File: config.mk
export PLATFORM = sky130hd
export DESIGN_NAME = color_matrix
export DESIGN_NICKNAME = d
export VERILOG_FILES = /design/src/rtl/color_matrix_pkg.sv /design/src/rtl/cm_coef_bank.sv /design/src/rtl/cm_dot3.sv /design/src/rtl/color_matrix.sv
export SDC_FILE = /design/constraint.sdc
export NUM_CORES = 2
export LEC_CHECK = 0
export BUFFER_PORTS_ARGS = -buffer_cell sky130_fd_sc_hd__buf_4
export CAP_MARGIN = 10
export CORE_MARGIN = 10
export CORE_UTILIZATION = 45
export CTS_CLUSTER_SIZE = 10
export DETAILED_ROUTE_END_ITERATION = 8
export PLACE_DENSITY_LB_ADDON = 0.2
export SYNTH_ARGS = -nofsm -noshare
export SYNTH_HDL_FRONTEND = slang
export SYNTH_SLANG_ARGS = --single-unit
export TNS_END_PERCENT = 100
File: constraint.sdc
create_clock -name clk_i -period 12.2 [get_ports clk_i]
set_clock_uncertainty 0.1 [all_clocks]
set_input_delay 2.44 -clock clk_i [delete_from_list [all_inputs] [get_ports clk_i]]
set_output_delay 2.44 -clock clk_i [all_outputs]
set_load 0.02 [all_outputs]
File: src/rtl/color_matrix_pkg.sv
package color_matrix_pkg;
  localparam int unsigned NUM_CH   = 3;
  localparam int unsigned NUM_TAP  = 4;   // three weights + constant
  localparam int unsigned NUM_COEF = NUM_CH * NUM_TAP;
  localparam int unsigned LAT      = 3;
  localparam int unsigned LD_W     = 8;
  localparam int unsigned SEL_W    = 4;
endpackage

File: src/rtl/cm_coef_bank.sv
module cm_coef_bank
  import color_matrix_pkg::*;
#(
  parameter int CW = 13
) (
  input  logic                           clk_i,
  input  logic                           rst_ni,
  input  logic                           ld_i,
  input  logic                           ld_hi_i,
  input  logic [SEL_W-1:0]               ld_sel_i,
  input  logic [LD_W-1:0]                ld_data_i,
  output logic [NUM_COEF-1:0][CW-1:0]    coef_o
);
  localparam int HI_W = CW - LD_W;

  function automatic logic [12:0] rst_val(input int i);
    case (i)
      0:       return 13'h0C52;
      1:       return 13'h0800;
      3:       return 13'h19D7;
      4:       return 13'h1C54;
      5:       return 13'h0800;
      default: return 13'h0000;
    endcase
  endfunction

  logic [NUM_COEF-1:0][CW-1:0] coef_q;

  always_ff @(posedge clk_i or negedge rst_ni) begin
    if (!rst_ni) begin
      for (int i = 0; i < NUM_COEF; i++) coef_q[i] <= CW'(rst_val(i));
    end else if (ld_i) begin
      for (int i = 0; i < NUM_COEF; i++) begin
        if (ld_sel_i == SEL_W'(i)) begin
          if (ld_hi_i) coef_q[i][CW-1:LD_W] <= ld_data_i[HI_W-1:0];
          else         coef_q[i][LD_W-1:0]  <= ld_data_i;
        end
      end
    end
  end

  assign coef_o = coef_q;

  // upper half lands in the selected entry
  p_load_upper_r8: assert property (@(posedge clk_i) disable iff (!rst_ni)
    (ld_i && ld_hi_i && (ld_sel_i < SEL_W'(NUM_COEF))) |=>
      (coef_q[$past(ld_sel_i)][CW-1:LD_W] == $past(ld_data_i[HI_W-1:0])));
endmodule

File: src/rtl/cm_dot3.sv
module cm_dot3
  import color_matrix_pkg::*;
#(
  parameter int DW = 8,
  parameter int CW = 13
) (
  input  logic                       clk_i,
  input  logic                       rst_ni,
  input  logic [NUM_CH-1:0][DW-1:0]  pix_i,
  input  logic [NUM_TAP-1:0][CW-1:0] row_i,
  input  logic [1:0]                 rng_i,
  output logic [DW-1:0]              res_o
);
  localparam int PW   = CW + DW + 1;
  localparam int FB   = CW - 1;
  localparam int AW   = ((CW + DW + 4) > (CW + FB + 2)) ? (CW + DW + 4) : (CW + FB + 2);
  localparam int MAXV = (1 << DW) - 1;

  function automatic int frac_sh(input logic [1:0] r);
    case (r)
      2'b00:   return FB;
      2'b01:   return FB - 1;
      default: return FB - 2;
    endcase
  endfunction

  logic signed [PW-1:0] prod_d [NUM_CH];
  logic signed [PW-1:0] prod_q [NUM_CH];
  logic signed [CW-1:0] off_q;
  logic [1:0]           rng_q1, rng_q2;
  logic signed [AW-1:0] acc_d, acc_q;
  logic [DW-1:0]        res_d, res_q;

  for (genvar k = 0; k < NUM_CH; k++) begin : g_mul
    always_comb begin
      logic signed [PW-1:0] a, b;
      a = PW'($signed(row_i[k]));
      b = PW'($signed({1'b0, pix_i[k]}));
      prod_d[k] = a * b;
    end
  end

  always_ff @(posedge clk_i or negedge rst_ni) begin
    if (!rst_ni) begin
      for (int k = 0; k < NUM_CH; k++) prod_q[k] <= '0;
      off_q  <= '0;
      rng_q1 <= '0;
    end else begin
      for (int k = 0; k < NUM_CH; k++) prod_q[k] <= prod_d[k];
      off_q  <= $signed(row_i[NUM_TAP-1]);
      rng_q1 <= rng_i;
    end
  end

  // constant lives at 2^FB per unit in every mode; its weight follows the shift
  always_comb begin
    logic signed [AW-1:0] s, o, r;
    s = AW'(prod_q[0]) + AW'(prod_q[1]) + AW'(prod_q[2]);
    o = AW'(off_q);
    o = o <<< FB;
    r = AW'(1) <<< (frac_sh(rng_q1) - 1);
    acc_d = s + o + r;
  end

  always_ff @(posedge clk_i or negedge rst_ni) begin
    if (!rst_ni) begin
      acc_q  <= '0;
      rng_q2 <= '0;
    end else begin
      acc_q  <= acc_d;
      rng_q2 <= rng_q1;
    end
  end

  always_comb begin
    logic signed [AW-1:0] t;
    t = acc_q >>> frac_sh(rng_q2);
    if (t < 0)                res_d = '0;
    else if (t > AW'(MAXV))   res_d = '1;
    else                      res_d = t[DW-1:0];
  end

  always_ff @(posedge clk_i or negedge rst_ni) begin
    if (!rst_ni) res_q <= '0;
    else         res_q <= res_d;
  end

  assign res_o = res_q;

  p_clamp_low_r4: assert property (@(posedge clk_i) disable iff (!rst_ni)
    acc_q[AW-1] |=> (res_o == '0));

  p_clamp_high_r4: assert property (@(posedge clk_i) disable iff (!rst_ni)
    (acc_q >= ((AW'(MAXV) + AW'(1)) <<< frac_sh(rng_q2))) |=> (res_o == DW'(MAXV)));
endmodule

File: src/rtl/color_matrix.sv
module color_matrix
  import color_matrix_pkg::*;
#(
  parameter int DW = 8,
  parameter int CW = 13
) (
  input  logic                      clk_i,
  input  logic                      rst_ni,
  input  logic                      en_i,
  input  logic [1:0]                rng_i,
  input  logic                      ld_i,
  input  logic                      ld_hi_i,
  input  logic [SEL_W-1:0]          ld_sel_i,
  input  logic [LD_W-1:0]           ld_data_i,
  input  logic                      valid_i,
  input  logic [NUM_CH-1:0][DW-1:0] pix_i,
  output logic                      valid_o,
  output logic [NUM_CH-1:0][DW-1:0] pix_o
);
  logic [NUM_COEF-1:0][CW-1:0]        coef;
  logic [NUM_CH-1:0][DW-1:0]          calc;
  logic [LAT-1:0]                     vld_q, en_q;
  logic [LAT-1:0][NUM_CH-1:0][DW-1:0] byp_q;
  logic [1:0]                         age_q;

  cm_coef_bank #(.CW(CW)) u_bank (
    .clk_i, .rst_ni, .ld_i, .ld_hi_i, .ld_sel_i, .ld_data_i,
    .coef_o (coef)
  );

  for (genvar ch = 0; ch < NUM_CH; ch++) begin : g_ch
    cm_dot3 #(.DW(DW), .CW(CW)) u_dot (
      .clk_i, .rst_ni,
      .pix_i (pix_i),
      .row_i (coef[ch*NUM_TAP +: NUM_TAP]),
      .rng_i (rng_i),
      .res_o (calc[ch])
    );
  end

  always_ff @(posedge clk_i or negedge rst_ni) begin
    if (!rst_ni) begin
      vld_q <= '0;
      en_q  <= '0;
      byp_q <= '0;
    end else begin
      vld_q <= {vld_q[LAT-2:0], valid_i};
      en_q  <= {en_q[LAT-2:0], en_i};
      byp_q <= {byp_q[LAT-2:0], pix_i};
    end
  end

  assign valid_o = vld_q[LAT-1];
  assign pix_o   = en_q[LAT-1] ? calc : byp_q[LAT-1];

  // cycles since reset, saturating, so 3-deep $past stays inside reset history
  always_ff @(posedge clk_i or negedge rst_ni) begin
    if (!rst_ni)            age_q <= '0;
    else if (age_q != 2'd3) age_q <= age_q + 2'd1;
  end

  p_valid_delay_r5: assert property (@(posedge clk_i) disable iff (!rst_ni)
    (age_q == 2'd3) |-> (valid_o == $past(valid_i, 3)));

  p_bypass_same_latency_r6: assert property (@(posedge clk_i) disable iff (!rst_ni)
    ((age_q == 2'd3) && valid_o && !$past(en_i, 3)) |-> (pix_o == $past(pix_i, 3)));
endmodule

==> out/results.ini <==
[yosys]
synth_seq_cells=550
synth_area_leader_cell=fa_1
syn_inst=5981
synth_edf_count=0
synthTopCellsByArea=fa_1 (28%), dfrtp_1 (22%), ha_1 (12%), inv_1 (7.3%), and2_1 (6.1%)
netlist_area_um2=59900
ys_dominant_reg_cell=dfrtp_1
async_reset_ff_frac=1.00
avgSynthCellArea_um2=10.0
ys_warn_count=0
yosysSeqAreaShare=0.230
yosysTopAreaCellShare=0.280
synthDistinctLibCells=85

[cts]
clk_pin_slew_worst_paths_ps=60
clk_latency_ps=680
cts_tree=built
cts_hold_buf=0
numCtsBuffers=74
root_buffer=clkbuf_16
cts_buffer_depth=3
cts-resized-gates=0
cts.sinks=550
cts-htree-levels=3
post_cts_buffers=0

[sta]
rsz0062_at_grt=false
relSlewSlack=0.314
fmax_mhz=147
worst_pin_slew_ps=1030
fin_setup_tns_ps=0
setup_viol=0
finalHoldViolations=0
maxSlewViolCount=0
finalCritPeriodShare=0.559
finalCriticalPeriod_ps=6820

[min_path]
whs_path_depth=0
hold_path_class=reg2reg

[worst_setup_path]
cp_top_family=adder cells
critPathKind=in2reg
path_cells=buf_4 -> nand2_1 -> fa_1 -> inv_1 -> fa_1 -> inv_1 -> fa_1 -> inv_1 -> fa_1 -> ha_1 -> and3_1 -> a221o_1 -> o21ba_2 -> o31ai_2 -> a21oi_1 -> or4_1 -> nand3_1
startpoint_type=input pin
reg2regPathDepth=19
slowest_delay_ps=570
worstPathArrival_ps=7320
end_kind=flip-flop
path_depth=17
crit_slowest_cell=fa_1
crit_fanout=40
crit_buf_inv=4
path_common_cell=fa_1
cp.required_ps=12700

[floorplan]
floorplan.initialDensity=0.454
ios=69
coreArea_um2=132000
die_h_um=385
fp.dieArea_um2=148000
dieWidth_um=385
rows=133

[cells_and_area]
area_growth_pct=7.97
multi_input_area_um2=41300
drive_above_1_share=0.0713
seqCellArea_um2=13800
final_cell_mix=inv_1 (1157), fa_1 (837), ha_1 (594)
final_net_count=7500
nFillCells=12400
layout_commonest_cell=inv_1

[status]
status=finished, final reports clean

[drt]
wl_per_cell_um=18.6
wirelength_um=146000
drt-initial-drc-count=2118
drc=0
first_pass_iters=6
ant_nets=0
num_vias=40500
vias_per_cell=5.17

[global_route]
grt_usage=0.204
overflow=0
grt_max_degree=139
grt_antenna_before_repair=18
grt_pass1_wl_um=240000
grt_pass1_vias=43600

[placed_design]
io_buffer_count=68
place.gp.congestion=0.865
post-dp-hpwl_um=112000

[run]
maxCapViolations=0

state kept, by name, indices dropped and copies added (netlist names), 3 cells and up:
signal,flops
g_ch.u_dot.prod_q,198
u_bank.coef_o,156
byp_q,72
g_ch.u_dot.acc_q,51
g_ch.u_dot.off_q,39
g_ch.u_dot.res_o,24
en_q,3
vld_q,3
layout make-up:
cell class | count | area share
clock buffers | 97 | 0.0311
multi-input cells | 4163 | 0.639
well taps | 1755 | 0.0340
diodes | 7 | 0.000271
inverters | 1157 | 0.0672
flip-flops and latches | 550 | 0.213
clock inverters | 26 | 0.00523
repair buffers | 79 | 0.00968
metrics by stage:
stage | hold slack [ps] | util | cells | cell area [um^2] | setup slack (ps)
after floorplan | 231 | - | 6015 | 60000 | 5160
after global placement | 231 | 0.473 | 7704 | 62300 | 4760
after detailed placement | 235 | 0.473 | 7704 | 62300 | 4700
after CTS | 238 | 0.490 | 7827 | 64600 | 5420
after global routing | 240 | 0.490 | 7829 | 64600 | 5110
final | 235 | 0.491 | 7834 | 64700 | 5380
kinds of logic (layout without fill, tap and decap cells):
kind of cell,count (synthesis),count (layout),share of synthesized area
buffers and inverters,1302,1359,0.0817
AOI/OAI and AO/OA,676,676,0.0739
muxes,212,212,0.0392
DFF,550,550,0.230
xor gates and xnor gates,252,252,0.0369
and+or+nand+nor,1556,1556,0.134
adders and majority gates,1431,1431,0.404
other,2,43,0.000125
Yosys cell counts (all sizes together) (6+ instances only):
| cell | n |
|---|---|
| buf | 8 |
| nor4b | 6 |
| inv | 1157 |
| a31oi | 13 |
| clkbuf | 137 |
| a21o | 66 |
| a221oi | 6 |
| nand2 | 499 |
| or2 | 9 |
| o21a | 36 |
| ha | 594 |
| a311oi | 12 |
| mux2 | 182 |
| xnor2 | 201 |
| nor2 | 153 |
| dfrtp | 528 |
| o211ai | 12 |
| a21boi | 8 |
| nor3 | 75 |
| o31a | 8 |
| a41oi | 6 |
| a21oi | 219 |
| nand4 | 15 |
| nor2b | 43 |
| or3 | 16 |
| nor3b | 7 |
| xor2 | 51 |
| fa | 837 |
| o21ai | 139 |
| mux2i | 30 |
| a211oi | 33 |
| nand3 | 56 |
| nor4 | 11 |
| and4 | 6 |
| and3 | 32 |
| o311ai | 8 |
| nand2b | 32 |
| a2111oi | 8 |
| o31ai | 14 |
| dfstp | 22 |
| a31o | 10 |
| o21bai | 23 |
| and2 | 582 |
metal layers:
layer  vias up  share of wire  GRT usage
li1      18900              -          -
met1     20800           0.43      0.263
met2       631           0.49      0.354
met3       209          0.042     0.0293
met4         6          0.034     0.0622
met5         -        0.00027          0
worst paths after layout:
kind,start,endpoint,slack [ps]
max,pix_i[8],g_ch[2].u_dot.prod_q[43],5380
min,byp_q[45],byp_q[69],230
max reg2reg,g_ch[0].u_dot.prod_q[1],g_ch[0].u_dot.acc_q[21],6620
min reg2reg,byp_q[45],byp_q[69],230
max in group asynchronous,rst_ni,g_ch[2].u_dot.rng_q2[0],8200
min in group asynchronous,rst_ni,vld_q[0],1640
Power is not shown: default switching activity piles up to over one toggle a cycle in this logic, so the estimate is an artifact.
